--- src/rtl/mcs_pkg.sv ---
package mcs_pkg;

  localparam int unsigned PCSEL_W = 2;
  localparam logic [PCSEL_W-1:0] PCSEL_INC = '0;

  typedef enum logic [3:0] {
    ST_F_PC,
    ST_F_MEM,
    ST_F_IR,
    ST_DEC,
    ST_ADD,
    ST_LD_ADDR,
    ST_LD_MEM,
    ST_LD_WB,
    ST_ST_ADDR,
    ST_ST_DATA,
    ST_ST_MEM
  } seq_state_e;

  typedef struct packed {
    logic               gate_pc;
    logic               gate_alu;
    logic               gate_marmux;
    logic               gate_mdr;
    logic               ld_mar;
    logic               ld_mdr;
    logic               ld_ir;
    logic               ld_pc;
    logic               ld_reg;
    logic               ld_cc;
    logic               mem_en;
    logic               mem_we;
    logic [PCSEL_W-1:0] pc_sel;
    logic               marmux_base;
    logic               alu_pass;
    logic               sr1_from_src;
  } ctrl_word_t;

endpackage

--- src/rtl/mcs_rst_sync.sv ---
module mcs_rst_sync #(
  parameter int unsigned STAGES = 2
) (
  input  logic clk,
  input  logic rst_n,
  output logic rst_n_sync
);

  logic [STAGES-1:0] chain_q;

  generate
    for (genvar i = 0; i < STAGES; i++) begin : g_stage
      if (i == 0) begin : g_first
        always_ff @(posedge clk or negedge rst_n) begin
          if (!rst_n) chain_q[i] <= 1'b0;
          else        chain_q[i] <= 1'b1;
        end
      end else begin : g_rest
        always_ff @(posedge clk or negedge rst_n) begin
          if (!rst_n) chain_q[i] <= 1'b0;
          else        chain_q[i] <= chain_q[i-1];
        end
      end
    end
  endgenerate

  assign rst_n_sync = chain_q[STAGES-1];

endmodule

--- src/rtl/mcs_next_state.sv ---
module mcs_next_state
  import mcs_pkg::*;
#(
  parameter int unsigned       OPC_W   = 4,
  parameter logic [OPC_W-1:0]  OPC_ADD = 4'b0001,
  parameter logic [OPC_W-1:0]  OPC_LDR = 4'b0110,
  parameter logic [OPC_W-1:0]  OPC_STR = 4'b0111
) (
  input  seq_state_e       state,
  input  logic [OPC_W-1:0] opcode,
  input  logic             mem_ready,
  output seq_state_e       state_nxt
);

  always_comb begin
    state_nxt = state;
    unique case (state)
      ST_F_PC:    state_nxt = ST_F_MEM;
      ST_F_MEM:   if (mem_ready) state_nxt = ST_F_IR;
      ST_F_IR:    state_nxt = ST_DEC;
      ST_DEC: begin
        if      (opcode == OPC_ADD) state_nxt = ST_ADD;
        else if (opcode == OPC_LDR) state_nxt = ST_LD_ADDR;
        else if (opcode == OPC_STR) state_nxt = ST_ST_ADDR;
        else                        state_nxt = ST_F_PC;
      end
      ST_ADD:     state_nxt = ST_F_PC;
      ST_LD_ADDR: state_nxt = ST_LD_MEM;
      ST_LD_MEM:  if (mem_ready) state_nxt = ST_LD_WB;
      ST_LD_WB:   state_nxt = ST_F_PC;
      ST_ST_ADDR: state_nxt = ST_ST_DATA;
      ST_ST_DATA: state_nxt = ST_ST_MEM;
      ST_ST_MEM:  if (mem_ready) state_nxt = ST_F_PC;
      default:    state_nxt = ST_F_PC;
    endcase
  end

endmodule

--- src/rtl/mcs_strobe_dec.sv ---
module mcs_strobe_dec
  import mcs_pkg::*;
(
  input  logic       clk,
  input  logic       rst_n_sync,
  input  seq_state_e state,
  input  logic       mem_ready,
  output ctrl_word_t cw
);

  always_comb begin
    cw        = '0;
    cw.pc_sel = PCSEL_INC;
    unique case (state)
      ST_F_PC: begin
        cw.gate_pc = 1'b1;
        cw.ld_mar  = 1'b1;
        cw.ld_pc   = 1'b1;
      end
      ST_F_MEM, ST_LD_MEM: begin
        cw.mem_en = 1'b1;
        cw.ld_mdr = mem_ready;
      end
      ST_F_IR: begin
        cw.gate_mdr = 1'b1;
        cw.ld_ir    = 1'b1;
      end
      ST_DEC: ;
      ST_ADD: begin
        cw.gate_alu = 1'b1;
        cw.ld_reg   = 1'b1;
        cw.ld_cc    = 1'b1;
      end
      ST_LD_ADDR, ST_ST_ADDR: begin
        cw.gate_marmux = 1'b1;
        cw.ld_mar      = 1'b1;
        cw.marmux_base = 1'b1;
      end
      ST_LD_WB: begin
        cw.gate_mdr = 1'b1;
        cw.ld_reg   = 1'b1;
        cw.ld_cc    = 1'b1;
      end
      ST_ST_DATA: begin
        cw.gate_alu     = 1'b1;
        cw.ld_mdr       = 1'b1;
        cw.alu_pass     = 1'b1;
        cw.sr1_from_src = 1'b1;
      end
      ST_ST_MEM: begin
        cw.mem_en = 1'b1;
        cw.mem_we = 1'b1;
      end
      default: ;
    endcase
  end


  single_gate_chk: assert property (@(posedge clk) disable iff (!rst_n_sync)
    $countones({cw.gate_pc, cw.gate_alu, cw.gate_marmux, cw.gate_mdr}) <= 1);


  we_needs_en_chk: assert property (@(posedge clk) disable iff (!rst_n_sync)
    cw.mem_we |-> cw.mem_en);


  bus_load_has_driver_chk: assert property (@(posedge clk) disable iff (!rst_n_sync)
    (cw.ld_ir || cw.ld_reg || cw.ld_mar) |->
      $onehot0({cw.gate_pc, cw.gate_alu, cw.gate_marmux, cw.gate_mdr}) &&
      (cw.gate_pc || cw.gate_alu || cw.gate_marmux || cw.gate_mdr));

endmodule

--- src/rtl/mcs_ctrl_top.sv ---
module mcs_ctrl_top
  import mcs_pkg::*;
#(
  parameter int unsigned      OPC_W      = 4,
  parameter int unsigned      RST_STAGES = 2,
  parameter logic [OPC_W-1:0] OPC_ADD    = 4'b0001,
  parameter logic [OPC_W-1:0] OPC_LDR    = 4'b0110,
  parameter logic [OPC_W-1:0] OPC_STR    = 4'b0111
) (
  input  logic               clk,
  input  logic               rst_n,
  input  logic [OPC_W-1:0]   ir_opcode,
  input  logic               mem_ready,
  output logic               gate_pc,
  output logic               gate_alu,
  output logic               gate_marmux,
  output logic               gate_mdr,
  output logic               ld_mar,
  output logic               ld_mdr,
  output logic               ld_ir,
  output logic               ld_pc,
  output logic               ld_reg,
  output logic               ld_cc,
  output logic               mem_en,
  output logic               mem_we,
  output logic [PCSEL_W-1:0] pc_sel,
  output logic               marmux_base,
  output logic               alu_pass,
  output logic               sr1_from_src
);

  logic       rst_n_sync;
  seq_state_e state_q;
  seq_state_e state_nxt;
  ctrl_word_t cw;
  logic       state_en;

  mcs_rst_sync #(.STAGES(RST_STAGES)) rst_sync_i (
    .clk        (clk),
    .rst_n      (rst_n),
    .rst_n_sync (rst_n_sync)
  );

  mcs_next_state #(
    .OPC_W   (OPC_W),
    .OPC_ADD (OPC_ADD),
    .OPC_LDR (OPC_LDR),
    .OPC_STR (OPC_STR)
  ) next_i (
    .state     (state_q),
    .opcode    (ir_opcode),
    .mem_ready (mem_ready),
    .state_nxt (state_nxt)
  );

  assign state_en = (state_nxt != state_q);

  always_ff @(posedge clk or negedge rst_n_sync) begin
    if (!rst_n_sync)   state_q <= ST_F_PC;
    else if (state_en) state_q <= state_nxt;
  end

  mcs_strobe_dec dec_i (
    .clk        (clk),
    .rst_n_sync (rst_n_sync),
    .state      (state_q),
    .mem_ready  (mem_ready),
    .cw         (cw)
  );

  assign gate_pc      = cw.gate_pc;
  assign gate_alu     = cw.gate_alu;
  assign gate_marmux  = cw.gate_marmux;
  assign gate_mdr     = cw.gate_mdr;
  assign ld_mar       = cw.ld_mar;
  assign ld_mdr       = cw.ld_mdr;
  assign ld_ir        = cw.ld_ir;
  assign ld_pc        = cw.ld_pc;
  assign ld_reg       = cw.ld_reg;
  assign ld_cc        = cw.ld_cc;
  assign mem_en       = cw.mem_en;
  assign mem_we       = cw.mem_we;
  assign pc_sel       = cw.pc_sel;
  assign marmux_base  = cw.marmux_base;
  assign alu_pass     = cw.alu_pass;
  assign sr1_from_src = cw.sr1_from_src;


  mem_stall_hold_chk: assert property (@(posedge clk) disable iff (!rst_n_sync)
    (mem_en && !mem_ready) |=> (mem_en && $stable(mem_we)));


  ir_then_decode_chk: assert property (@(posedge clk) disable iff (!rst_n_sync)
    ld_ir |=> !(gate_pc || gate_alu || gate_marmux || gate_mdr || ld_mar ||
                ld_mdr || ld_ir || ld_pc || ld_reg || ld_cc || mem_en));


  add_to_fetch_chk: assert property (@(posedge clk) disable iff (!rst_n_sync)
    (gate_alu && ld_reg) |=> (gate_pc && ld_pc && ld_mar));


  str_order_chk: assert property (@(posedge clk) disable iff (!rst_n_sync)
    (state_q == ST_ST_ADDR) |=> (state_q == ST_ST_DATA));


  fetch_start_chk: assert property (@(posedge clk) disable iff (!rst_n_sync)
    gate_pc |=> (mem_en && !mem_we));

endmodule

--- config.mk ---
export PLATFORM = sky130hd
export DESIGN_NAME = mcs_ctrl_top
export DESIGN_NICKNAME = d
export VERILOG_FILES = /design/src/rtl/mcs_pkg.sv /design/src/rtl/mcs_rst_sync.sv /design/src/rtl/mcs_next_state.sv /design/src/rtl/mcs_strobe_dec.sv /design/src/rtl/mcs_ctrl_top.sv
export SDC_FILE = /design/constraint.sdc
export NUM_CORES = 1
export LEC_CHECK = 0
export BUFFER_PORTS_ARGS = -buffer_cell sky130_fd_sc_hd__buf_2
export CAP_MARGIN = 20
export CELL_PAD_IN_SITES_DETAIL_PLACEMENT = 0
export CELL_PAD_IN_SITES_GLOBAL_PLACEMENT = 1
export CORE_MARGIN = 1
export CORE_UTILIZATION = 32
export CTS_BUF_LIST = sky130_fd_sc_hd__clkbuf_4 sky130_fd_sc_hd__clkbuf_8 sky130_fd_sc_hd__clkbuf_16
export DETAILED_ROUTE_END_ITERATION = 10
export GPL_TIMING_DRIVEN = 0
export HOLD_SLACK_MARGIN = 0.05
export PLACE_DENSITY_LB_ADDON = 0.1
export SLEW_MARGIN = 20
export SYNTH_ARGS = -nofsm -noshare
export SYNTH_HDL_FRONTEND = slang
export SYNTH_SLANG_ARGS = --single-unit
--- constraint.sdc ---
create_clock -name clk -period 3.6 [get_ports clk]
set_input_delay 0.18 -clock clk [delete_from_list [all_inputs] [get_ports clk]]
set_output_delay 0.18 -clock clk [all_outputs]
set_load 0.005 [all_outputs]
==> results of run 1 <==
-- sequential cells by signal, indices dropped and copies added (netlist names) --
register	count
state_q	4
rst_sync_i.chain_q	1
rst_sync_i.rst_n_sync	1
-- cell type report --
cell class | count | area [um2] | area share
plain buffers | 10 | 60.1 | 0.0901
clock buffers | 3 | 22.5 | 0.0338
inverters | 1 | 3.75 | 0.00563
multi-input cells | 54 | 297 | 0.445
flip-flops and latches | 6 | 150 | 0.225
well taps | 15 | 18.8 | 0.0281
repair buffers | 22 | 115 | 0.173
-- worst max path at each step --
stage / from / endpoint / slack (ps) / depth (start not counted)
after global placement: state_q[2] / marmux_base / 1940 / 6
after floorplan: state_q[3] / state_q[0] / 2190 / 3
after global routing: state_q[2] / marmux_base / 1510 / 6
after CTS: state_q[2] / marmux_base / 1690 / 6
after detailed placement: state_q[2] / marmux_base / 1960 / 6
final: state_q[2] / marmux_base / 1710 / 6
-- stage by stage --
stage          cell area, um2  total power [mW]
6_report                  667             0.402
5_1_grt                   667             0.442
2_1_floorplan             510             0.263
4_1_cts                   667             0.406
3_5_place_dp              634             0.342
3_3_place_gp              634             0.344
-- power by group through the flow --
stage	logic (mW)	clock network, mW	registers [mW]
finish	0.240	0.0615	0.100
global route	0.269	0.0691	0.104
CTS	0.243	0.0623	0.100
detailed placement	0.241	0	0.101
global placement	0.241	0	0.102
floorplan	0.167	0	0.0964
-- Yosys cell counts, types with 2 or more instances --
master / n
nand2_1: 10
o21ai_0: 8
buf_4: 6
dfrtp_1: 6
a21oi_1: 5
nand2b_1: 5
nor2_1: 5
nor2b_1: 5
clkbuf_1: 4
conb_1: 2
nand3b_1: 2
nor3_1: 2
-- routing by layer --
metal	part of all wire	global-route usage
met1	0.51	0.193
met2	0.41	0.206
met3	0.061	0.0522
met4	0.011	0.0581
met5	0	0
-- kinds of logic after synthesis --
group                  count (synthesis)  share of synthesized area
AND/OR/NAND/NOR                       33                      0.351
AO/OA/AOI/OAI                         18                      0.212
buffers and inverters                 11                      0.126
flip-flops                             6                      0.296
other                                  2                     0.0148
-- worst reg2reg max path: cells and delay by family, from the launching register on --
kind	cells	cell delay [ps]
simple gates	2	830
compound gates	1	160
flops	1	420
==> reports/results.txt, run 1 <==
The number of cells on the worst reg-to-reg path came out at 3. The die is 41.8 um wide. The logs give 1 for the depth of the CTS H-tree and 1710 ps for the data arrival time of the critical path.

The synthesized cell area came out at 507 um2. The post-cts hold buffer count was 1; the count of maximum capacitance violations was 0. Entering global routing, the biggest net connects 11 pins. Between clock sinks in the finished design, the worst skew comes to 2.07 ps. The via count of the first global-routing pass was 448. The logs give 163 for the fill cell total of the finished layout and 1380 um2 for the core outline area.

The most area-hungry cell type in the Yosys netlist was dfrtp_1. STA classifies the critical path startpoint as a flip-flop. Once detail routing completed, the nets flagged for antenna violations numbered 0. The cell family contributing the most delay on the critical path is buffers and inverters. The final layout contains 105 nets. Summed over all layers, the routed wires come to 1140 um.

TritonCTS built the clock tree. In this run, distinct cell masters in the synthesized netlist total 22. For the sequential group share of total power, the log shows 0.249. The run finished with clean final reports. The ratio of total power to cell area was 603 nW/um2; the detailed-routing iteration count for the pre-antenna-repair pass was 2.

Clock tree synthesis found a total of 6 sinks. Among all flip-flop cells after synthesis, the most frequent one is dfrtp_1. Worst flop-to-flop path endpoint: state_q[0]. The sort of element at the end of the critical path was a primary output. The critical path contains buffers and inverters numbering 3 combined. Hold is met by 54.0 ps. The number of pins with negative max-slew slack in the final report is 0. Global routing finished with a remaining overflow of 0. The setup slack on the worst flop-to-flop path was 2110 ps; the hold violation total from the final report was 0. During I/O placement, the number of pins put on the boundary was 24. Setup repair after global routing left no endpoint under its margin. The fraction of registers with async set/reset came out at 1.00. Power share of the clock group: 0.153.

Detail-routed via count per cell: 4.72. The logs give 0.331 nW for the leakage power of the design and 3420 ps for the required time at the worst-slack endpoint. For the number of buffers between clock root and the deepest sink, the log shows 2. The post-placement cell count came out at 107. In this run the mean area of a mapped cell was 7.24 um2.

The post-route non-filler standard cell count was 111; the clock period minus worst slack was 1890 ps. The relative contribution of combinational cells to total power is 0.598, and the total of buffers placed on input and output ports is 21. The floorplan has 13 rows. Setup violations remaining at the end of the flow were counted as 0.

The switching portion of total power works out to 0.413. Gates resized during post-CTS repair numbered 0. Across the VDD grid, the largest voltage drop is 0.000278 V. The clock tree root buffer cell is clkbuf_4. The run gives 0.236 mW as the design internal power. The signal on the critical path passes through clkbuf_1, nor2b_1, nand2_1, a21oi_1, buf_4, buf_2.

The number of remaining DRC errors is 0, and the routability congestion estimate is 0.769. Leading cell type in the layout, fill and taps excluded: buf_2. The tools report the initial cell density of the core as 0.367. The ratio of final minimum period to clock period was 0.524; the number of warning messages in the yosys log was 0. The clock latency at the later pin of the worst-skew pair was 240 ps; the clock-pin slew of the registers on the worst-case setup and hold paths was 40 ps. The area share of the largest cell type after synthesis is 0.296. In this run the critical register-to-register path is launched from state_q[3]. The sequential share of the synthesized area is 0.296. The total track usage is 0.144.

The worst setup slack after layout was 1710 ps. Synthesis produced a netlist whose cell count is 70. Before CTS, the worst setup slack after placement is 1960 ps. The peak per-stage delay on the critical path is 380 ps. In this run, synthesis produced a sequential element count of 6.

Class of the worst hold path: reg2async. The run gives 0 as the number of antenna diodes. The area growth from synthesis to layout is 31.6%. Among all stages on the critical path, the largest delay is contributed by dfrtp_1.

The initial antenna violation count was 0. The critical path in this run is classified as reg2out. The run gives 5 as the iteration-0 DRC count of the detailed router. In the post-synthesis netlist, the biggest area contributors are dfrtp_1, buf_4, o21ai_0, nand2_1, nand2b_1. In this run the power spent charging and discharging nets is 0.166 mW.

The logs give 0.482 for the final design utilization and 872 um for the HPWL reported at the end of detailed placement. From bottom edge to top edge, the die measures 41.8 um. The proportion of layout cells with a drive suffix above 1 is 0.354. Post-CTS timing repair inserted 0 buffers for setup.

Counting the buffers created by CTS gives 3. In this run the worst path has a maximum fanout of 10. In the layout the commonest cells are buf_2, nand2_1, o21ai_0. Number of synthesized flops with an enable pin: 0. The global-route wire length before repair was 1950 um; the area enclosed by the die boundary was 1750 um2. Derived from the worst setup path, the maximum achievable clock frequency is 530 MHz. Adding up every negative setup slack in the final design gives 0 ps.

Number of vias after detailed routing: 524. After detailed routing, the average wire length per cell comes to 10.2 um.
(Power assumes the default switching activity.)
==> run 2, diff against run 1 <==
CORE_UTILIZATION = 29   (was 32)
clock period = 1.77 ns   (was 3.6 ns; I/O delays follow)
==> run 2 against run 1 <==
  * The run now ends with design-rule violations left
  * Final cell count grew 0.90%
  * Global-route usage down 0.61 points
  * Critical endpoint unchanged
  * Largest power group unchanged
  * Die area up 9.8%
  * Wire length increased by 5.1%
  * First-iteration DRC count increased to 3.0 times the previous value
  * Utilization down 5.2 points
  * Highest routed layer is now met3
  * Sequential power rose by 110%
  * Design area grew 1.7%
  * Register-to-register slack lost 1900 ps
==> reports/results.txt, run 2 (synthesized netlist as in run 1, its figures left out) <==
The run finished, with violations left. The checks that failed: design-rule violations. The total of buffers placed on input and output ports came out at 21 (unchanged). The run gives 7 (+5) as the detailed-routing iteration count for the pre-antenna-repair pass. The run gives 14 (+1) as the floorplan row count. The number of remaining DRC errors was 2 (+2); the wire length per cell was 10.7 um (+4.2%). The initial antenna violation count came out at 0 (unchanged).

The tools report the sort of element at the end of the critical path as a primary output. Final wirelength: 1200 um (+5.1%). The number of vias after detailed routing is 531 (+1.3%), and the global-route wire length before repair is 1900 um (-2.1%). The routability congestion estimate was 0.788 (+2.4%); the number of routed nets with antenna violations was 0 (unchanged).

Element type at the critical path start: a flip-flop. The proportion of layout cells with a drive suffix above 1 is 0.385 (+0.0313), and the net total in the final layout is 105 (unchanged). Hold violation total from the final report: 0 (unchanged).

Pre-CTS worst setup slack: 222 ps (-1740 ps). Setup repair after global routing left no endpoint under its margin. The logs give 6 (unchanged) for the number of sinks driven by the clock tree and 0.832 mW (+110%) for the power after layout. The detail-routed via count per cell is 4.74 (+0.43%), and the total congestion overflow is 0 (unchanged).

For the total track usage, the log shows 0.138 (-0.00605). The leading cell type in the layout, fill and taps excluded was buf_2. The critical path is of the reg2out type. The worst setup slack after layout was 170 ps (-1540 ps); the clock period minus worst slack was 1600 ps. The clock-pin slew of the registers on the worst-case setup and hold paths came out at 50 ps (about the same). The worst-case clock skew is 9.40 ps (+7.33 ps). Timing would allow up to 625 MHz. The largest fanout on the critical path is 10 (unchanged).

The root buffer cell chosen for the clock tree is clkbuf_4. The number of buffers between clock root and the deepest sink was 2 (unchanged); the count of buffers added by post-CTS timing repair for setup was 0 (unchanged). The run gives 24 (unchanged) as the total I/O pin count. The number of pins with negative max-slew slack in the final report is 0 (unchanged), and the maximum number of pins on one net before global-route repair is 14 (+3). The via count of the first global-routing pass is 438 (-2.2%), and the total negative setup slack is 0 ps (unchanged).

In this run the worst hold path is classified as reg2async. The setup slack on the worst flop-to-flop path was 230 ps (-1880 ps); the ratio of total power to cell area was 1230 nW/um2 (+100%). The number of flip-flops in the largest register came out at 4 (unchanged). Iteration-0 DRC count of the detailed router: 15 (+10). Ratio of final minimum period to clock period: 0.904. The core outline area was 1580 um2 (+14%).

The run gives 1680 ps (-1740 ps) as the required time at the worst-slack endpoint. Die height: 43.8 um (+4.8%). Data arrival time of the critical path: 1510 ps (-200 ps). For the depth of the CTS H-tree, the log shows 1 (unchanged). The leakage power of the design was 0.339 nW (+2.2%). The area enclosed by the die boundary was 1920 um2 (+9.8%); the HPWL reported at the end of detailed placement was 920 um (+5.6%).

TritonCTS built the clock tree. For the number of antenna diodes, the log shows 0 (unchanged). For the initial cell density of the core, the log shows 0.321 (-0.0451).

Ranked by flip-flop count, first place goes to state_q. The area growth from synthesis to layout is 33.8%. The worst hold margin is 61.0 ps (+6.92 ps), and the clock buffer count from CTS is 3 (unchanged). The die span in x is 43.8 um (+4.8%). For the final design utilization, the log shows 0.430 (-0.0522). The count of maximum capacitance violations is 0 (unchanged). The final setup violation count is 0 (unchanged). The tools report the clock latency at the later pin of the worst-skew pair as 240 ps (about the same). The run gives 0.000629 V (+130%) as the maximum VDD drop.

Leaving out fill and tap cells, the most frequent cells in the layout are buf_2, nand2_1, o21ai_0.
-- run 2: final timing paths --
kind	from	to	depth (start not counted)
max	state_q[3]	marmux_base	5
min	rst_sync_i.rst_n_sync	state_q[1]	0
max reg2reg	state_q[2]	state_q[0]	3
min reg2reg	rst_sync_i.rst_n_sync	state_q[1]	0
max in group asynchronous	rst_n	rst_sync_i.chain_q[0]	2
min in group clk	ir_opcode[0]	state_q[0]	2
-- run 2: final cells by class --
class                      instances  area [um2]
multi-input combinational         54         297
fill                             180         898
timing repair buffer              23         125
tap                               16        20.0
inverter                           1        3.75
buffer                             9        58.8
sequential                         6         151
clock buffer                       3        22.5
-- run 2: per-layer routing --
layer	part of all wire	vias up	global-route usage
met4	0	0	0.0500
met2	0.45	21	0.179
met5	0	-	0
li1	-	283	-
met1	0.49	227	0.196
met3	0.060	0	0.0625
-- run 2: timing repair --
action | in CTS | in global routing
resized for setup | 0 | 5
hold buffers | 2 | 0
hold endpoints to repair | 3 | 0
endpoints found under the setup margin | 1 | 2
-- run 2: report_power, final --
part	leakage, nW	switching (mW)	total, mW	internal [mW]
Clock	0.0138	0.0477	0.124	0.0766
Sequential	0.0731	0.0434	0.214	0.171
Combinational	0.252	0.254	0.493	0.239
Total	0.339	0.345	0.832	0.486
-- run 2: worst max-delay path, stage by stage (launching register included) --
cell and delay, ps:
dfrtp_1 400, clkbuf_1 370, nand2_1 90, a21oi_1 190, buf_4 130, buf_2 90
-- run 2: through the flow --
stage | cell area [um2] | instances
after floorplan | 510 | 71
after global placement | 636 | 108
after detailed placement | 636 | 108
after CTS | 674 | 112
after global routing | 678 | 112
final | 678 | 112
